--- src/rtl/sha_su1_pkg.sv ---
package sha_su1_pkg;
    localparam int WORD_W = 32;
    localparam int LANES  = 4;
    localparam int VEC_W  = WORD_W * LANES;
    localparam int HALF_L = LANES / 2;
    localparam int HALF_W = WORD_W * HALF_L;

    localparam int ROT_A = 17;
    localparam int ROT_B = 19;
    localparam int SHR_C = 10;

    typedef logic [WORD_W-1:0] word_t;

    function automatic word_t ror_w(input word_t x, input int amt);
        return (x >> amt) | (x << (WORD_W - amt));
    endfunction

    function automatic word_t small_sigma(input word_t x);
        return ror_w(x, ROT_A) ^ ror_w(x, ROT_B) ^ (x >> SHR_C);
    endfunction

    typedef struct packed {
        logic              v1;
        logic [HALF_W-1:0] lo_res;
        logic [HALF_W-1:0] acc_hi;
        logic [HALF_W-1:0] win_hi;
        logic              v2;
        logic [VEC_W-1:0]  res;
    } pipe_t;
endpackage

--- src/rtl/sha_su1_decode.sv ---
module sha_su1_decode (
    input  logic [31:0] insn_i,
    input  logic        feat_en_i,
    output logic        match_o,
    output logic        undef_o,
    output logic [4:0]  rm_o,
    output logic [4:0]  rn_o,
    output logic [4:0]  rd_o
);
    localparam logic [10:0] HI_PAT  = 11'b01011110000;
    localparam logic [5:0]  MID_PAT = 6'b011000;

    logic hit;

    always_comb begin
        hit     = (insn_i[31:21] == HI_PAT) && (insn_i[15:10] == MID_PAT);
        match_o = hit && feat_en_i;
        undef_o = hit && !feat_en_i;
        rm_o    = insn_i[20:16];
        rn_o    = insn_i[9:5];
        rd_o    = insn_i[4:0];
    end
endmodule

--- src/rtl/sha_su1_halfstep.sv ---
module sha_su1_halfstep
    import sha_su1_pkg::*;
#(
    parameter int NL = HALF_L
) (
    input  logic [NL*WORD_W-1:0] src_i,
    input  logic [NL*WORD_W-1:0] acc_i,
    input  logic [NL*WORD_W-1:0] win_i,
    output logic [NL*WORD_W-1:0] res_o
);
    for (genvar g = 0; g < NL; g++) begin : g_lane
        always_comb begin
            res_o[g*WORD_W +: WORD_W] = small_sigma(src_i[g*WORD_W +: WORD_W])
                                      + acc_i[g*WORD_W +: WORD_W]
                                      + win_i[g*WORD_W +: WORD_W];
        end
    end
endmodule

--- src/rtl/sha_sched_upd.sv ---
module sha_sched_upd
    import sha_su1_pkg::*;
(
    input  logic              clk,
    input  logic              rst_n,
    input  logic              feat_en_i,
    input  logic [31:0]       insn_i,
    output logic              dec_match_o,
    output logic              dec_undef_o,
    output logic [4:0]        dec_rm_o,
    output logic [4:0]        dec_rn_o,
    output logic [4:0]        dec_rd_o,
    input  logic              in_valid_i,
    output logic              in_ready_o,
    input  logic [VEC_W-1:0]  acc_i,
    input  logic [VEC_W-1:0]  msg_a_i,
    input  logic [VEC_W-1:0]  msg_b_i,
    output logic              out_valid_o,
    input  logic              out_ready_i,
    output logic [VEC_W-1:0]  out_data_o
);
    pipe_t p_d, p_q;

    logic [VEC_W-1:0]  win;
    logic [HALF_W-1:0] lo_calc, hi_calc;
    logic              s2_free, s2_take, in_fire;

    sha_su1_decode u_dec (
        .insn_i    (insn_i),
        .feat_en_i (feat_en_i),
        .match_o   (dec_match_o),
        .undef_o   (dec_undef_o),
        .rm_o      (dec_rm_o),
        .rn_o      (dec_rn_o),
        .rd_o      (dec_rd_o)
    );

    assign win = {msg_b_i[WORD_W-1:0], msg_a_i[VEC_W-1:WORD_W]};

    sha_su1_halfstep #(.NL(HALF_L)) u_lo (
        .src_i (msg_b_i[VEC_W-1:HALF_W]),
        .acc_i (acc_i[HALF_W-1:0]),
        .win_i (win[HALF_W-1:0]),
        .res_o (lo_calc)
    );

    sha_su1_halfstep #(.NL(HALF_L)) u_hi (
        .src_i (p_q.lo_res),
        .acc_i (p_q.acc_hi),
        .win_i (p_q.win_hi),
        .res_o (hi_calc)
    );

    always_comb begin
        p_d     = p_q;
        s2_free = !p_q.v2 || out_ready_i;
        s2_take = p_q.v1 && s2_free;
        in_fire = in_valid_i && (!p_q.v1 || s2_free);

        if (s2_take) begin
            p_d.v2  = 1'b1;
            p_d.res = {hi_calc, p_q.lo_res};
        end else if (out_ready_i) begin
            p_d.v2 = 1'b0;
        end

        if (in_fire) begin
            p_d.v1     = 1'b1;
            p_d.lo_res = lo_calc;
            p_d.acc_hi = acc_i[VEC_W-1:HALF_W];
            p_d.win_hi = win[VEC_W-1:HALF_W];
        end else if (s2_take) begin
            p_d.v1 = 1'b0;
        end
    end

    always_ff @(posedge clk) begin
        if (!rst_n) p_q <= '0;
        else        p_q <= p_d;
    end

    assign in_ready_o  = !p_q.v1 || s2_free;
    assign out_valid_o = p_q.v2;
    assign out_data_o  = p_q.res;

    assert_hold_on_stall_R9: assert property (@(posedge clk) disable iff (!rst_n)
        (out_valid_o && !out_ready_i) |=> (out_valid_o && $stable(out_data_o)));

    assert_ready_only_blocked_when_full_R9: assert property (@(posedge clk) disable iff (!rst_n)
        !in_ready_o |-> (out_valid_o && !out_ready_i));

    assert_result_follows_stage1_R8: assert property (@(posedge clk) disable iff (!rst_n)
        $rose(out_valid_o) |-> $past(p_q.v1));

    assert_decode_exclusive_R7: assert property (@(posedge clk) disable iff (!rst_n)
        !(dec_match_o && dec_undef_o));

    assert_match_needs_enable_R6: assert property (@(posedge clk) disable iff (!rst_n)
        dec_match_o |-> feat_en_i);
endmodule

--- config.mk ---
export PLATFORM = sky130hd
export DESIGN_NAME = sha_sched_upd
export DESIGN_NICKNAME = d
export VERILOG_FILES = /design/src/rtl/sha_su1_pkg.sv /design/src/rtl/sha_su1_decode.sv /design/src/rtl/sha_su1_halfstep.sv /design/src/rtl/sha_sched_upd.sv
export SDC_FILE = /design/constraint.sdc
export NUM_CORES = 1
export LEC_CHECK = 0
export CAP_MARGIN = 20
export CORE_UTILIZATION = 25
export DETAILED_ROUTE_END_ITERATION = 12
export PLACE_DENSITY = 0.53
export SLEW_MARGIN = 20
export SYNTH_ARGS = -nofsm -noshare
export SYNTH_HDL_FRONTEND = slang
export SYNTH_SLANG_ARGS = --single-unit
--- constraint.sdc ---
create_clock -name clk -period 9.5 [get_ports clk]
set_clock_uncertainty 0.2 [all_clocks]
set_input_delay 1.9 -clock clk [delete_from_list [all_inputs] [get_ports clk]]
set_output_delay 1.9 -clock clk [all_outputs]
set_load 0.02 [all_outputs]
==> results of run 1 <==
kinds of logic (layout without fill, tap and decap cells):
group                    count (synthesis)  count (layout)  share of synthesized area [%]
AND/OR/NAND/NOR                        861             861                          15.02
buffers and inverters                  785            1027                          14.16
AO/OA/AOI/OAI                          687             687                          16.43
flip-flops                             322             322                          26.20
XOR/XNOR                               312             312                          11.11
adder cells (fa/ha/maj)                248             248                          16.52
multiplexers                            14              14                         0.5746
other                                    0               1                              0
layout make-up:
type	count	area share, %
Multi-Input combinational cell	2122	47.80
Sequential cell	322	20.96
Timing Repair Buffer	482	15.76
Inverter	471	5.772
Tap cell	1276	5.191
Clock buffer	56	3.747
Clock inverter	18	0.7688
Antenna cell	1	0.008136
metal layers:
metal | track usage [%] | vias up
met2 | 25.80 | 533
met1 | 22.01 | 9924
li1 | - | 10610
met3 | 3.634 | 94
met5 | 0 | -
met4 | 3.942 | 4
registers in the layout, indices dropped and copies added (netlist names):
| name | cells |
|---|---|
| p_q | 193 |
| out_data_o | 128 |
| out_valid_o | 1 |
how the worst max path moves through the flow:
stage                 startpoint           to  slack (ns)  depth (start not counted)
floorplan           msg_b_i[116]     p_q[308]        4.20                         16
CTS                 msg_b_i[107]     p_q[316]        3.36                         17
finish                insn_i[29]  dec_undef_o        3.42                          7
detailed placement  msg_b_i[107]     p_q[316]        2.74                         17
global route        msg_b_i[107]     p_q[316]        3.08                         17
global placement    msg_b_i[107]     p_q[316]        2.76                         17
layout by cell type (no fill, tap or decap), drive strengths merged, types with 7 or more instances in the layout:
cell type,count
o2111ai,7
a211o,8
a21o,77
clkbuf,56
nand4b,7
fa,128
o211ai,13
xnor2,202
o21a,14
dfxtp,322
nor3,18
xor2,110
a21oi,393
ha,120
nor4,9
inv,475
a31oi,19
nor2,72
buf,10
o21bai,13
clkinv,8
nand4,23
mux2i,13
or3,13
clkdlybuf4s50,472
o21ai,80
nor2b,15
and2,11
a211oi,23
and3,15
nand3,55
nand2b,10
nand2,590
stage by stage:
stage	instances	util [%]	hold WS (ns)	setup slack, ns	power, µW
floorplan	3229	-	0.2322	4.203	4556
global placement	4673	30.23	0.2385	2.763	5769
finish	4748	31.67	0.2505	3.423	7342
CTS	4747	31.66	0.2515	3.359	7438
global route	4747	31.66	0.2694	3.084	7944
detailed placement	4673	30.23	0.2451	2.742	5774
worst reg2reg max path: cells and delay by family (launching register included):
family	cells	cell delay (ns)
AOI/OAI and AO/OA	7	2.08
DFF	1	0.50
buffers and inverters	1	0.04
xor gates and xnor gates	3	0.63
adders and majority gates	3	1.29
and+or+nand+nor	1	0.14
power by group through the flow:
stage / clock network (µW) / registers (µW) / logic (µW)
after global placement: 0 / 1840 / 3930
after detailed placement: 0 / 1850 / 3930
after floorplan: 0 / 1660 / 2900
final: 1620 / 1810 / 3920
after global routing: 1720 / 1840 / 4380
after CTS: 1670 / 1820 / 3950
==> out/metrics.json, run 1 <==
{
  "setup_path": {
    "crit_path_frequent_cell": "sky130_fd_sc_hd__clkdlybuf4s50_1",
    "cp-end-kind": "output pin",
    "ff_to_ff_path_depth": 15,
    "regToRegStartpoint": "p_q[307]",
    "cp.required_ns": 7.40,
    "crit_chain": "clkdlybuf4s50_1, nand4b_1, nor4_1, nand4_1, nor4b_1, nor2b_1, clkdlybuf4s50_1",
    "cp_max_delay_cell": "sky130_fd_sc_hd__clkdlybuf4s50_1",
    "setup.worst_path.class": "primary input to output pin",
    "critical_path.max_stage_delay_ns": 0.63,
    "worst-path-max-fanout": 2,
    "worst-endpoint-arrival_ns": 3.98,
    "path_delay_family": "simple AND/OR/NAND/NOR gates",
    "setup.worst_path.start_class": "primary input",
    "worst_path_buffer_plus_inverter_count": 2,
    "worst_r2r_endpoint": "out_data_o[127]",
    "worst_r2r_setup_slack_ns": 4.51
  },
  "sta": {
    "fmaxAchievable_mhz": 164.5,
    "worstMarginPinSlew_ns": 1.100,
    "period_minus_ws_final_ns": 6.077,
    "post-route-period-util_pct": 63.97,
    "setup_viol": 0,
    "hold_violations": 0,
    "totalNegativeSetupSlack_ns": 0,
    "finalMaxSlewViolations": 0,
    "worst_slew_margin_rel_pct": 26.69,
    "rsz0062_at_grt": "no"
  },
  "route": {
    "dr.pass1.iters": 7,
    "wirelength_um": 82140,
    "route.detailed.drc": 0,
    "wl_met1_um": 38720,
    "routed-via-count": 21170,
    "drt_iter0_drc": 1305,
    "route.met3.wl_um": 5130,
    "top_layer_used": "met5",
    "route.detailed.vias_per_inst": 4.459,
    "wl_per_cell_um": 17.30,
    "dr_wl_met2_um": 36480,
    "antenna_violating_nets_post_route": 0
  },
  "global_routing": {
    "grt_pass1_vias": 21040,
    "initial_antenna_violation_count": 4,
    "grt_remaining_overflow": 0,
    "grt_first_pass_wirelength_um": 123700,
    "maximum_number_of_pins_on_one_net_before_global_route_repair": 171,
    "grt.total_usage_pct": 16.18
  },
  "finish": {
    "syn2layout_area_growth_pct": 25.00,
    "sequential_standard_cell_area_um2": 6446,
    "layout-drive-gt1-share_pct": 2.593,
    "nFillCells": 10510,
    "fin_area_um2": 30760,
    "nets": 4109,
    "multiInputGateArea_um2": 14700
  },
  "synthesis": {
    "syn_area_per_cell_um2": 7.620,
    "post_synth_instance_area_um2": 24610,
    "yosys_most_used_dff": "sky130_fd_sc_hd__dfxtp_1",
    "synth_largest_area_cell": "sky130_fd_sc_hd__dfxtp_1",
    "synth_top_cells_by_count": "sky130_fd_sc_hd__nand2_1, sky130_fd_sc_hd__inv_1, sky130_fd_sc_hd__a21oi_1, sky130_fd_sc_hd__dfxtp_1, sky130_fd_sc_hd__xnor2_1",
    "synth_seq_area_share_pct": 26.20,
    "netlist_top_cells_area": "sky130_fd_sc_hd__dfxtp_1, sky130_fd_sc_hd__fa_1, sky130_fd_sc_hd__nand2_1",
    "synth.most_common_cell": "sky130_fd_sc_hd__nand2_1",
    "postSynthCellCount": 3229,
    "yosys.cell_types.count": 69,
    "yosys_warnings": 0,
    "fraction_of_registers_with_async_set_reset_pct": 0,
    "synth_fp_nets": 3898,
    "ys_seq_elements": 322,
    "synth-edff-count": 0,
    "synthDominantCellAreaShare_pct": 26.20
  },
  "power_and_ir_drop": {
    "p_int_uw": 4138,
    "power_per_cell_area_nw_per_um2": 238.7,
    "p_comb_share_pct": 53.3,
    "power_switching_share_pct": 43.64,
    "power.clock.fraction_pct": 22.0,
    "seq_power_share_pct": 24.6,
    "net-switching-power_uw": 3204,
    "p_leak_uw": 0.01322,
    "ir_drop_v": 0.0001095
  },
  "placement": {
    "port_buffers": 473,
    "postPlaceCellArea_um2": 29370,
    "post-dp-hpwl_um": 65740,
    "finalWeightedCongestion": 0.8622
  },
  "clock_network": {
    "cts_hold_buffers": 0,
    "cts_tree": "done",
    "clock_latency_ns": 0.57,
    "h-tree-depth": 2,
    "numClockSinks": 322,
    "clk_pin_slew_ns": 0.06,
    "clock_path_buffers": 3,
    "cts.repair.resized": 0,
    "cts_inserted_buffers": 41,
    "clock_tree.root_cell": "sky130_fd_sc_hd__clkbuf_16",
    "postCtsSetupRepairBufs": 0
  },
  "floorplanning": {
    "fp.dieArea_um2": 99680,
    "die_width_um": 315.7,
    "die_y_um": 315.7,
    "io_pins": 568,
    "core_um2": 97140,
    "start_util_pct": 25.33,
    "rows": 114
  },
  "min_path": {
    "timing.hold.worst.start": "out_data_o[104]",
    "holdCritPathClass": "flop to flop",
    "worst_hold_path.num_cells": 2,
    "worst_hold_path.endpoint": "out_data_o[104]"
  },
  "status": {
    "outcome": "finished clean"
  },
  "flow_run": {
    "timing.max_cap.violations": 0
  }
}
Note: power is estimated with default switching activity, not from simulation.
==> run 2, diff against run 1 <==
PLACE_DENSITY = 0.54   (was 0.53)
clock period = 5.15 ns   (was 9.5 ns; I/O delays follow)
==> run 2 against run 1 <==
Sequential share of layout area fell by 0.57 points. Routed wire length rose by 3.0%. Sequential power rose by 78%. Critical path depth rose by 10. Sequential cell count did not move. Power rose by 89%. Die area did not move. Critical endpoint is now p_q[317]. Largest cell class unchanged. Largest power group unchanged. Highest routed layer unchanged.
==> out/metrics.json, run 2 (synthesis gave the netlist of run 1 again) <==
{
  "finish": {
    "nets": {"value": 4221, "change": "was 4109"},
    "layout-drive-gt1-share": {"value": 5.697, "unit": "%", "change": "was 2.593%"},
    "fin_area": {"value": 31620, "unit": "µm²", "change": "was 30760 µm²"},
    "largest_register_ffs": {"value": 193, "change": "unchanged"},
    "layout_commonest_cell": {"value": "sky130_fd_sc_hd__nand2_1", "change": "unchanged"},
    "final_cell_mix": {"value": "sky130_fd_sc_hd__nand2_1, sky130_fd_sc_hd__clkdlybuf4s50_1, sky130_fd_sc_hd__inv_1, sky130_fd_sc_hd__a21oi_1, sky130_fd_sc_hd__dfxtp_1", "change": "unchanged"},
    "antenna_cells": {"value": 0, "change": "was 1"},
    "regMostFlops": {"value": "p_q", "change": "unchanged"},
    "stdcell_count": {"value": 4857, "change": "was 4748"},
    "syn2layout_area_growth": {"value": 28.49, "unit": "%", "change": "was 25.00%"}
  },
  "route": {
    "route.detailed.vias_per_inst": {"value": 4.459, "change": "about the same"},
    "route.detailed.drc": {"value": 0, "change": "unchanged"},
    "route.met3.wl": {"value": 4932, "unit": "µm", "change": "was 5130 µm"},
    "dr.pass1.iters": {"value": 6, "change": "was 7"},
    "top_layer_used": {"value": "met5", "change": "unchanged"},
    "antenna_violating_nets_post_route": {"value": 0, "change": "unchanged"},
    "wirelength": {"value": 84570, "unit": "µm", "change": "was 82140 µm"},
    "wl_per_cell": {"value": 17.41, "unit": "µm", "change": "was 17.30 µm"},
    "wl_met1": {"value": 40200, "unit": "µm", "change": "was 38720 µm"},
    "routed-via-count": {"value": 21660, "change": "was 21170"},
    "drt_iter0_drc": {"value": 1301, "change": "was 1305"},
    "dr_wl_met2": {"value": 37680, "unit": "µm", "change": "was 36480 µm"}
  },
  "floorplanning": {
    "die_width": {"value": 315.7, "unit": "µm", "change": "unchanged"},
    "die_y": {"value": 315.7, "unit": "µm", "change": "unchanged"},
    "rows": {"value": 114, "change": "unchanged"},
    "core": {"value": 97140, "unit": "µm²", "change": "unchanged"},
    "io_pins": {"value": 568, "change": "unchanged"},
    "fp.dieArea": {"value": 99680, "unit": "µm²", "change": "unchanged"},
    "start_util": {"value": 25.33, "unit": "%", "change": "unchanged"}
  },
  "sta": {
    "post-route-period-util_pct": 95.46,
    "finalMaxSlewViolations": {"value": 0, "change": "unchanged"},
    "hold_violations": {"value": 0, "change": "unchanged"},
    "period_minus_ws_final_ns": 4.916,
    "setup_viol": {"value": 0, "change": "unchanged"},
    "worst_slew_margin_rel": {"value": 36.20, "unit": "%", "change": "was 26.69%"},
    "fmaxAchievable_mhz": 203.4,
    "worstMarginPinSlew": {"value": 0.9501, "unit": "ns", "change": "was 1.100 ns"},
    "rsz0062_at_grt": {"value": "no", "change": "unchanged"}
  },
  "flow_run": {
    "timing.max_cap.violations": {"value": 0, "change": "unchanged"}
  },
  "clock_network": {
    "clock_tree.root_cell": {"value": "sky130_fd_sc_hd__clkbuf_16", "change": "unchanged"},
    "numClockSinks": {"value": 322, "change": "unchanged"},
    "clock_path_buffers": {"value": 3, "change": "unchanged"},
    "h-tree-depth": {"value": 2, "change": "unchanged"},
    "postCtsSetupRepairBufs": {"value": 0, "change": "unchanged"},
    "clk_pin_slew": {"value": 0.06, "unit": "ns", "change": "about the same"},
    "clock_latency": {"value": 0.57, "unit": "ns", "change": "about the same"},
    "cts_hold_buffers": {"value": 0, "change": "unchanged"},
    "cts_inserted_buffers": {"value": 40, "change": "was 41"},
    "cts_tree": {"value": "done", "change": "unchanged"}
  },
  "setup_path": {
    "worst_path_buffer_plus_inverter_count": {"value": 4, "change": "was 2"},
    "cp_max_delay_cell": {"value": "sky130_fd_sc_hd__a2111oi_0", "change": "was sky130_fd_sc_hd__clkdlybuf4s50_1"},
    "worst-endpoint-arrival": {"value": 5.15, "unit": "ns", "change": "was 3.98 ns"},
    "cp-end-kind": {"value": "flop", "change": "was output pin"},
    "setup.worst_path.start_class": {"value": "primary input", "change": "unchanged"},
    "setup.worst_path.class": {"value": "primary input to flop", "change": "was primary input to output pin"},
    "cp.required": {"value": 5.38, "unit": "ns", "change": "was 7.40 ns"},
    "crit_chain": {"value": "clkdlybuf4s50_1, xor2_1, xnor2_1, buf_4, fa_1, inv_1, ha_1, a21o_1, a21o_1, a2111oi_0, buf_4, o211ai_1, a31oi_1, o21ai_1, a31oi_1, xor2_1, o21ai_1", "change": "was clkdlybuf4s50_1, nand4b_1, nor4_1, nand4_1, nor4b_1, nor2b_1, clkdlybuf4s50_1"},
    "path_delay_family": {"value": "compound AO/OA/AOI/OAI gates", "change": "was simple AND/OR/NAND/NOR gates"},
    "worst-path-max-fanout": {"value": 3, "change": "was 2"},
    "critical_path.max_stage_delay": {"value": 0.63, "unit": "ns", "change": "about the same"}
  },
  "global_routing": {
    "grt_remaining_overflow": {"value": 0, "change": "unchanged"},
    "initial_antenna_violation_count": {"value": 2, "change": "was 4"},
    "maximum_number_of_pins_on_one_net_before_global_route_repair": {"value": 131, "change": "was 171"},
    "grt_pass1_vias": {"value": 21370, "change": "was 21040"},
    "grt_first_pass_wirelength": {"value": 127400, "unit": "µm", "change": "was 123700 µm"},
    "grt.total_usage": {"value": 16.73, "unit": "%", "change": "was 16.18%"}
  },
  "power_and_ir_drop": {
    "ir_drop": {"value": 0.0002088, "unit": "V", "change": "was 0.0001095 V"},
    "p_leak": {"value": 0.01378, "unit": "µW", "change": "was 0.01322 µW"},
    "power.total": {"value": 13890, "unit": "µW", "change": "was 7342 µW"},
    "power_per_cell_area": {"value": 439.3, "unit": "nW/µm²", "change": "was 238.7 nW/µm²"}
  },
  "placement": {
    "finalWeightedCongestion": {"value": 0.8700, "change": "was 0.8622"},
    "post-dp-hpwl": {"value": 68290, "unit": "µm", "change": "was 65740 µm"},
    "port_buffers": {"value": 473, "change": "unchanged"},
    "placedCellCount": {"value": 4786, "change": "was 4673"},
    "postPlaceCellArea": {"value": 30250, "unit": "µm²", "change": "was 29370 µm²"}
  },
  "min_path": {
    "holdCritPathClass": {"value": "flop to flop", "change": "unchanged"}
  },
  "status": {
    "outcome": {"value": "finished clean", "change": "unchanged"}
  }
}
==> run 2: metrics by stage <==
stage	hold WS [ns]	setup TNS, ns	worst slack (ns)	util [%]
after detailed placement	0.2447	-6.006	-0.5769	31.14
after floorplan	0.2322	0	0.7225	-
final	0.2519	0	0.2337	32.55
after global routing	0.2671	0	0.009440	32.55
after global placement	0.2381	-5.210	-0.5452	31.14
after CTS	0.2530	0	0.03319	32.53
==> run 2: per-layer routing <==
metal | GRT usage, % | vias up
met2 | 26.60 | 532
met5 | 0 | -
met3 | 3.404 | 93
li1 | - | 10840
met4 | 3.909 | 4
met1 | 23.09 | 10190
==> run 2: what timing repair did <==
item,CTS,global route
setup endpoints to repair,0,1
endpoints found under the hold margin,0,0
gates resized for setup,0,3
==> run 2: worst reg2reg max path, cell delays in order, from the launching register on <==
cell                        delay (ns)
sky130_fd_sc_hd__dfxtp_1          0.48
sky130_fd_sc_hd__xnor2_1          0.14
sky130_fd_sc_hd__xnor2_1          0.35
sky130_fd_sc_hd__fa_1             0.49
sky130_fd_sc_hd__ha_1             0.27
sky130_fd_sc_hd__fa_1             0.49
sky130_fd_sc_hd__a211o_1          0.35
sky130_fd_sc_hd__a2111oi_1        0.42
sky130_fd_sc_hd__buf_4            0.20
sky130_fd_sc_hd__nor4_1           0.06
sky130_fd_sc_hd__o21ai_1          0.27
sky130_fd_sc_hd__o21ai_1          0.22
sky130_fd_sc_hd__a31oi_1          0.31
sky130_fd_sc_hd__o21ai_1          0.16
sky130_fd_sc_hd__xnor2_1          0.18
sky130_fd_sc_hd__a21oi_1          0.08
==> run 2: final cells by class <==
type	count	area [µm²]
multi-input cells	2122	14720
repair buffers	595	5733
inverters	471	1775
well taps	1276	1597
flip-flops and latches	322	6446
clock buffers	54	1145
fillers	10430	65520
clock inverters	17	205.2
==> run 2: final timing paths <==
| check | to | slack [ns] | startpoint | depth (start not counted) |
|---|---|---|---|---|
| min | out_data_o[79] | 0.25 | out_data_o[79] | 2 |
| max | p_q[317] | 0.23 | msg_b_i[117] | 17 |
| min reg2reg | out_data_o[79] | 0.25 | out_data_o[79] | 2 |
| max reg2reg | out_data_o[127] | 0.37 | p_q[306] | 15 |
==> run 2: report_power, final <==
group          leakage [µW]  internal, µW  switching [µW]
sequential          0.00264          2840             390
clock              0.000665          1760            1180
combinational        0.0105          3260            4460
total                0.0138          7860            6030
==> run 3, diff against run 2 <==
GPL_ROUTABILITY_DRIVEN = 1   (was not set)
SLEW_MARGIN = 10   (was 20)
TNS_END_PERCENT = 5   (was not set)
==> results of run 3 <==
Same layout as run 2: the final DEF is identical, and so are final timing and power.
